### src/rtl/dp_alu_pkg.sv
package dp_alu_pkg;
  localparam int OP_W = 4;

  typedef enum logic [OP_W-1:0] {
    OP_AND = 4'd0,  OP_EOR = 4'd1,  OP_SUB = 4'd2,  OP_RSB = 4'd3,
    OP_ADD = 4'd4,  OP_ADC = 4'd5,  OP_SBC = 4'd6,  OP_RSC = 4'd7,
    OP_TST = 4'd8,  OP_TEQ = 4'd9,  OP_CMP = 4'd10, OP_CMN = 4'd11,
    OP_ORR = 4'd12, OP_MOV = 4'd13, OP_BIC = 4'd14, OP_MVN = 4'd15
  } alu_op_e;

  typedef enum logic [1:0] {
    CLS_LOGIC = 2'd0,
    CLS_ADD   = 2'd1,
    CLS_SUB   = 2'd2
  } alu_cls_e;

  typedef enum logic [1:0] {
    CIN_ZERO = 2'd0,
    CIN_ONE  = 2'd1,
    CIN_FLAG = 2'd2
  } cin_sel_e;

  typedef struct packed {
    alu_cls_e cls;
    logic     swap;
    logic     inv_b;
    cin_sel_e cin_sel;
    logic     cmp_only;
  } alu_dec_t;

  // flag vector bit positions
  localparam int FLG_N = 3;
  localparam int FLG_Z = 2;
  localparam int FLG_C = 1;
  localparam int FLG_V = 0;
endpackage

### src/rtl/dp_alu_decode.sv
module dp_alu_decode
  import dp_alu_pkg::*;
(
  input  logic [OP_W-1:0] opcode,
  output alu_dec_t        dec
);
  always_comb begin
    dec = '{cls: CLS_LOGIC, swap: 1'b0, inv_b: 1'b0, cin_sel: CIN_ZERO, cmp_only: 1'b0};
    unique case (alu_op_e'(opcode))
      OP_ADD, OP_CMN: dec.cls = CLS_ADD;
      OP_ADC: begin
        dec.cls     = CLS_ADD;
        dec.cin_sel = CIN_FLAG;
      end
      OP_SUB, OP_CMP: begin
        dec.cls     = CLS_SUB;
        dec.inv_b   = 1'b1;
        dec.cin_sel = CIN_ONE;
      end
      OP_SBC: begin
        dec.cls     = CLS_SUB;
        dec.inv_b   = 1'b1;
        dec.cin_sel = CIN_FLAG;
      end
      OP_RSB: begin
        dec.cls     = CLS_SUB;
        dec.swap    = 1'b1;
        dec.inv_b   = 1'b1;
        dec.cin_sel = CIN_ONE;
      end
      OP_RSC: begin
        dec.cls     = CLS_SUB;
        dec.swap    = 1'b1;
        dec.inv_b   = 1'b1;
        dec.cin_sel = CIN_FLAG;
      end
      default: dec.cls = CLS_LOGIC;
    endcase
    // opcodes 8..11 are flag-only
    dec.cmp_only = (opcode[OP_W-1:OP_W-2] == 2'b10);
  end
endmodule

### src/rtl/dp_alu_logic.sv
module dp_alu_logic
  import dp_alu_pkg::*;
#(
  parameter int W = 32
) (
  input  logic [W-1:0]    a,
  input  logic [W-1:0]    b,
  input  logic [OP_W-1:0] opcode,
  output logic [W-1:0]    y
);
  always_comb begin
    unique case (alu_op_e'(opcode))
      OP_AND, OP_TST: y = a & b;
      OP_EOR, OP_TEQ: y = a ^ b;
      OP_ORR:         y = a | b;
      OP_MOV:         y = b;
      OP_BIC:         y = a & ~b;
      OP_MVN:         y = ~b;
      default:        y = '0;
    endcase
  end
endmodule

### src/rtl/dp_alu_adder.sv
module dp_alu_adder #(
  parameter int W = 32
) (
  input  logic [W-1:0] x,
  input  logic [W-1:0] y,
  input  logic         cin,
  output logic [W-1:0] sum,
  output logic         cout,
  output logic         ovf
);
  localparam int WE = W + 1;
  logic [WE-1:0] wide;

  always_comb begin
    wide = {1'b0, x} + {1'b0, y} + {{(WE-1){1'b0}}, cin};
    sum  = wide[W-1:0];
    cout = wide[W];
    ovf  = (x[W-1] == y[W-1]) && (sum[W-1] != x[W-1]);
  end
endmodule

### src/rtl/dp_alu_flags.sv
module dp_alu_flags
  import dp_alu_pkg::*;
#(
  parameter int W = 32
) (
  input  alu_cls_e     cls,
  input  logic         set_eff,
  input  logic         dest_is_pc,
  input  logic         has_saved_psr,
  input  logic [W-1:0] res,
  input  logic         add_cout,
  input  logic         add_ovf,
  input  logic         shift_c,
  input  logic [3:0]   flags_in,
  output logic [3:0]   flags_next,
  output logic         restore
);
  always_comb begin
    restore    = set_eff && dest_is_pc && has_saved_psr;
    flags_next = flags_in;
    if (set_eff && !restore) begin
      flags_next[FLG_N] = res[W-1];
      flags_next[FLG_Z] = (res == '0);
      if (cls == CLS_LOGIC) begin
        flags_next[FLG_C] = shift_c;
      end else begin
        flags_next[FLG_C] = add_cout;
        flags_next[FLG_V] = add_ovf;
      end
    end
  end
endmodule

### src/rtl/dp_alu.sv
module dp_alu
  import dp_alu_pkg::*;
#(
  parameter int W      = 32,
  parameter int IDX_W  = 4,
  parameter int PC_IDX = 15
) (
  input  logic             clk,
  input  logic             rst,
  input  logic             in_valid,
  input  logic [W-1:0]     rn_val,
  input  logic [W-1:0]     opnd_val,
  input  logic             opnd_carry,
  input  logic [3:0]       opcode,
  input  logic             set_flags,
  input  logic [IDX_W-1:0] dest_idx,
  input  logic [3:0]       flags_in,
  input  logic             has_saved_psr,
  output logic             out_valid,
  output logic [W-1:0]     result,
  output logic             wr_en,
  output logic [IDX_W-1:0] wr_idx,
  output logic [3:0]       flags_out,
  output logic             restore_req,
  output logic             refill
);
  localparam logic [IDX_W-1:0] PC_SEL = IDX_W'(PC_IDX);

  alu_dec_t     dec;
  logic [W-1:0] logic_y;
  logic [W-1:0] add_x, add_y, add_sum;
  logic         add_cin, add_cout, add_ovf;
  logic [W-1:0] res_c;
  logic         set_eff, dest_is_pc, wr_c, refill_c, restore_c;
  logic [3:0]   flags_c;

  dp_alu_decode u_dec (
    .opcode (opcode),
    .dec    (dec)
  );

  dp_alu_logic #(.W(W)) u_logic (
    .a      (rn_val),
    .b      (opnd_val),
    .opcode (opcode),
    .y      (logic_y)
  );

  always_comb begin
    add_x = dec.swap ? opnd_val : rn_val;
    add_y = dec.swap ? rn_val : opnd_val;
    if (dec.inv_b) add_y = ~add_y;
    unique case (dec.cin_sel)
      CIN_ONE:  add_cin = 1'b1;
      CIN_FLAG: add_cin = flags_in[FLG_C];
      default:  add_cin = 1'b0;
    endcase
  end

  dp_alu_adder #(.W(W)) u_add (
    .x    (add_x),
    .y    (add_y),
    .cin  (add_cin),
    .sum  (add_sum),
    .cout (add_cout),
    .ovf  (add_ovf)
  );

  always_comb begin
    res_c      = (dec.cls == CLS_LOGIC) ? logic_y : add_sum;
    set_eff    = set_flags || dec.cmp_only;
    dest_is_pc = (dest_idx == PC_SEL);
    wr_c       = !dec.cmp_only;
    refill_c   = wr_c && dest_is_pc;
  end

  dp_alu_flags #(.W(W)) u_flags (
    .cls           (dec.cls),
    .set_eff       (set_eff),
    .dest_is_pc    (dest_is_pc),
    .has_saved_psr (has_saved_psr),
    .res           (res_c),
    .add_cout      (add_cout),
    .add_ovf       (add_ovf),
    .shift_c       (opnd_carry),
    .flags_in      (flags_in),
    .flags_next    (flags_c),
    .restore       (restore_c)
  );

  always_ff @(posedge clk) begin
    if (rst) begin
      out_valid   <= 1'b0;
      result      <= '0;
      wr_en       <= 1'b0;
      wr_idx      <= '0;
      flags_out   <= '0;
      restore_req <= 1'b0;
      refill      <= 1'b0;
    end else begin
      out_valid <= in_valid;
      if (in_valid) begin
        result      <= res_c;
        wr_en       <= wr_c;
        wr_idx      <= dest_idx;
        flags_out   <= flags_c;
        restore_req <= restore_c;
        refill      <= refill_c;
      end else begin
        wr_en       <= 1'b0;
        restore_req <= 1'b0;
        refill      <= 1'b0;
      end
    end
  end

  AST_VALID_FOLLOWS: assert property (@(posedge clk) disable iff (rst)
    in_valid |=> out_valid);
  AST_IDLE_QUIET: assert property (@(posedge clk) disable iff (rst)
    !in_valid |=> !(wr_en || restore_req || refill));
  AST_CMP_NO_WRITE: assert property (@(posedge clk) disable iff (rst)
    (in_valid && opcode[3:2] == 2'b10) |=> !wr_en);
  AST_FLAGS_HOLD: assert property (@(posedge clk) disable iff (rst)
    (in_valid && !set_flags && opcode[3:2] != 2'b10) |=> (flags_out == $past(flags_in)));
  AST_LOGIC_V_KEPT: assert property (@(posedge clk) disable iff (rst)
    (in_valid && (opcode[3:2] == 2'b00 || opcode[3:2] == 2'b11) && opcode[3:1] != 3'b001)
      |=> (flags_out[FLG_V] == $past(flags_in[FLG_V])));
  AST_RESTORE_KEEPS: assert property (@(posedge clk) disable iff (rst)
    restore_req |-> (out_valid && wr_idx == PC_SEL));
  AST_PC_REFILL: assert property (@(posedge clk) disable iff (rst)
    (in_valid && opcode[3:2] != 2'b10 && dest_idx == PC_SEL) |=> refill);
endmodule

### config.mk
export PLATFORM = sky130hd
export DESIGN_NAME = dp_alu
export DESIGN_NICKNAME = d
export VERILOG_FILES = /design/src/rtl/dp_alu_pkg.sv /design/src/rtl/dp_alu_decode.sv /design/src/rtl/dp_alu_logic.sv /design/src/rtl/dp_alu_adder.sv /design/src/rtl/dp_alu_flags.sv /design/src/rtl/dp_alu.sv
export SDC_FILE = /design/constraint.sdc
export NUM_CORES = 1
export LEC_CHECK = 0
export ABC_AREA = 1
export BUFFER_PORTS_ARGS = -buffer_cell sky130_fd_sc_hd__clkbuf_2
export CAP_MARGIN = 10
export CORE_ASPECT_RATIO = 1.2
export CORE_MARGIN = 4
export CORE_UTILIZATION = 62
export CTS_CLUSTER_SIZE = 12
export DETAILED_ROUTE_END_ITERATION = 7
export GPL_TIMING_DRIVEN = 0
export PLACE_DENSITY = 0.83
export SKIP_LAST_GASP = 1
export SLEW_MARGIN = 5
export SYNTH_ARGS = -nofsm -noshare
export SYNTH_HDL_FRONTEND = slang
export SYNTH_HIERARCHICAL = 1
export SYNTH_SLANG_ARGS = --single-unit
### constraint.sdc
create_clock -name clk -period 9.2 [get_ports clk]
set_input_delay 0.92 -clock clk [delete_from_list [all_inputs] [get_ports clk]]
set_output_delay 0.92 -clock clk [all_outputs]
set_load 0.05 [all_outputs]
==> results.py <==
metrics = {
    "status": {
        "outcome": "finished, violations left",
        "violations": "design-rule violations",
    },
    "grt": {
        "grt_pass1_vias": 9562,
        "grt_pass1_wl_um": 45800,
        "grt_max_degree": 16,
        "grt_antenna_before_repair": 0,
        "grt-ovfl-total": 0,
        "grt.total_usage_pct": 35.8,
    },
    "clock_network": {
        "cts_setup_buffers": 0,
        "cts_tree": "done",
        "path_clk_slew_ns": 0.06,
        "htree_num_levels": 2,
        "cts_buffers": 5,
        "post_cts_resized": 0,
        "clk_path_buf_depth": 2,
        "cts.sink_count": 44,
        "clock_latency_ns": 0.29,
        "cts-root-buf": "clkbuf_16",
        "cts_hold_buf": 0,
    },
    "critical_path": {
        "worst_path_max_delay_cell": "fa_1",
        "worstSetupPathType": "in2reg",
        "path_max_fanout": 10,
        "rr_startpoint": "result[2]",
        "critPathRequiredTime_ns": 9.43,
        "critical_path.startpoint": "opcode[0]",
        "cp-end-kind": "register",
        "start_kind": "primary input",
        "critPathTopFamily": "simple AND/OR/NAND/NOR gates",
        "cpMostUsedCell": "nand2_1",
        "crit_buf_inv": 5,
        "critPathMaxStageDelay_ns": 0.54,
        "arrival_ns": 4.96,
    },
    "yosys": {
        "synth_top_area_share_pct": 31.1,
        "synthesis.area_um2": 8670,
        "synthAdderAreaFrac_pct": 9.84,
        "synth_top_cells_by_area": "nand2_1, dfxtp_1, ha_1",
        "postSynth.asyncResetShare_pct": 0,
        "synth_xor_area_share_pct": 2.01,
        "ys_warn_count": 6,
        "synth_flop_cell": "dfxtp_1",
        "yosys-top-cells-count": "nand2_1, inv_1, nor2_1, nand3_1, o21ai_0",
        "ys_seq_area_share_pct": 10.2,
        "muxShareOfSynthArea_pct": 0,
        "synth_top_family_by_area": "simple AND/OR/NAND/NOR gates",
        "avgSynthCellArea_um2": 5.13,
        "ys_types": 40,
        "yosys.area_share.simple_pct": 50.7,
        "synth_seq_cells": 44,
        "synth_largest_area_cell": "nand2_1",
        "synth_edf_count": 0,
        "syn_nets": 1839,
        "synthCells": 1690,
        "synth-compound-area-share_pct": 12.9,
        "synth.most_common_cell": "nand2_1",
    },
    "route": {
        "totalWireLength_um": 29100,
        "final_antenna_net_count": 0,
        "drcViolationCount": 5,
        "viasPerCell": 5.47,
        "via_count": 10900,
        "drt_iter0_markers": 1181,
        "first_pass_iters": 8,
        "wl_per_cell_um": 14.6,
    },
    "die": {
        "coreArea_um2": 13800,
        "die_w_um": 116,
        "die-area_um2": 15900,
        "rows": 47,
        "start_util_pct": 63.0,
        "ios": 126,
        "die_y_um": 138,
    },
    "finish": {
        "synthToLayoutAreaGrowth_pct": 11.5,
        "fin_nets": 1969,
        "diodes": 0,
        "nFillCells": 1349,
        "final_layout_size_suffix_gt1_share_pct": 13.1,
        "utilization_pct": 70.3,
    },
    "hold_path": {
        "holdCritPathClass": "reg2reg",
        "min_from": "flags_out[0]",
    },
    "timing": {
        "worstMarginPinSlew_ns": 0.584,
        "tns_ns": 0,
        "timing.fmax_ghz": 0.212,
        "rsz0062_at_grt": "no",
        "worst_slew_margin_rel_pct": 61.0,
        "period_minus_slack_ns": 4.72,
        "clock_skew_ns": 0,
        "hold-worst-slack_ns": 0.506,
        "fin_crit_sh_pct": 51.3,
        "hold_violations": 0,
        "final-max-slew-violation-count": 0,
        "setup_viol": 0,
    },
    "power": {
        "peakVddDrop_mv": 0.193,
        "p_leak_nw": 5.91,
        "cellPowerDensity_nw_per_um2": 115,
        "total_power_mw": 1.11,
    },
    "placement": {
        "post-dp-hpwl_um": 24000,
        "numPortBuffers": 123,
        "routabilityCongestion": 1.03,
    },
    "flow_run": {
        "max_cap_violations": 0,
    },
}
-- report_power, final --
part	leakage, nW	switching, mW	total, mW	internal, mW
combinational	5.47	0.465	0.682	0.217
clock	0.0804	0.0805	0.210	0.129
sequential	0.364	0.00854	0.216	0.208
total	5.91	0.554	1.11	0.554
-- layout make-up --
type	instances	area, um^2	share of cell area (%)
plain buffers	74	428	4.42
clock buffers	5	125	1.29
repair buffers	123	616	6.37
flip-flops and latches	44	881	9.11
clock inverters	3	46.3	0.479
inverters	217	815	8.42
multi-input cells	1355	6550	67.7
well taps	171	214	2.21
-- stage by stage --
stage / setup slack (ns) / instances / area (um^2)
after detailed placement: 4.31 / 1984 / 9500
after global placement: 4.33 / 1984 / 9500
after floorplan: 5.17 / 1690 / 8670
final: 4.48 / 1992 / 9670
after global routing: 4.24 / 1992 / 9670
after CTS: 4.59 / 1992 / 9670
-- logic make-up after synthesis --
logic type               Yosys count
AO/OA/AOI/OAI                    196
XOR/XNOR                          19
adder cells (fa/ha/maj)           67
buffers and inverters            291
flip-flops                        44
AND/OR/NAND/NOR                 1073
-- routing by layer --
layer	share of wire (%)	up-vias	global-route usage, %	routed length [um]
met4	4.7	0	18.0	1380
met3	9.5	98	3.78	2750
met1	40	4717	45.8	11700
met2	46	562	59.3	13300
li1	-	5523	-	-
met5	0	-	0	0
-- state kept, by name, summed over array words and instances (netlist names) --
signal,count
wr_en,1
refill,1
wr_idx,4
result,32
flags_out,4
restore_req,1
out_valid,1
-- worst min-delay path, cell delays in order (launching register included) --
cell	delay, ns
dfxtp_1	0.32
o21ai_0	0.08
nor2_1	0.07
-- cells in the final DEF, fill, tap and decap left out, drive strengths merged, types with 5 or more instances in the layout --
cell and instances:
o21bai 6, nand3 90, nand4 5, buf 63
o21ai 85, nor2 198, nor3 10, dfxtp 44
xor2 19, nand3b 35, o211ai 32, ha 65
a21oi 68, inv 217, clkbuf 139, nand2 732
-- worst paths after layout --
kind	to	slack, ns	cells after the start
max	flags_out[2]	4.48	30
min	flags_out[0]	0.51	2
min reg2reg	flags_out[0]	0.51	2
max reg2reg	result[2]	8.51	4
(Power assumes the default switching activity.)
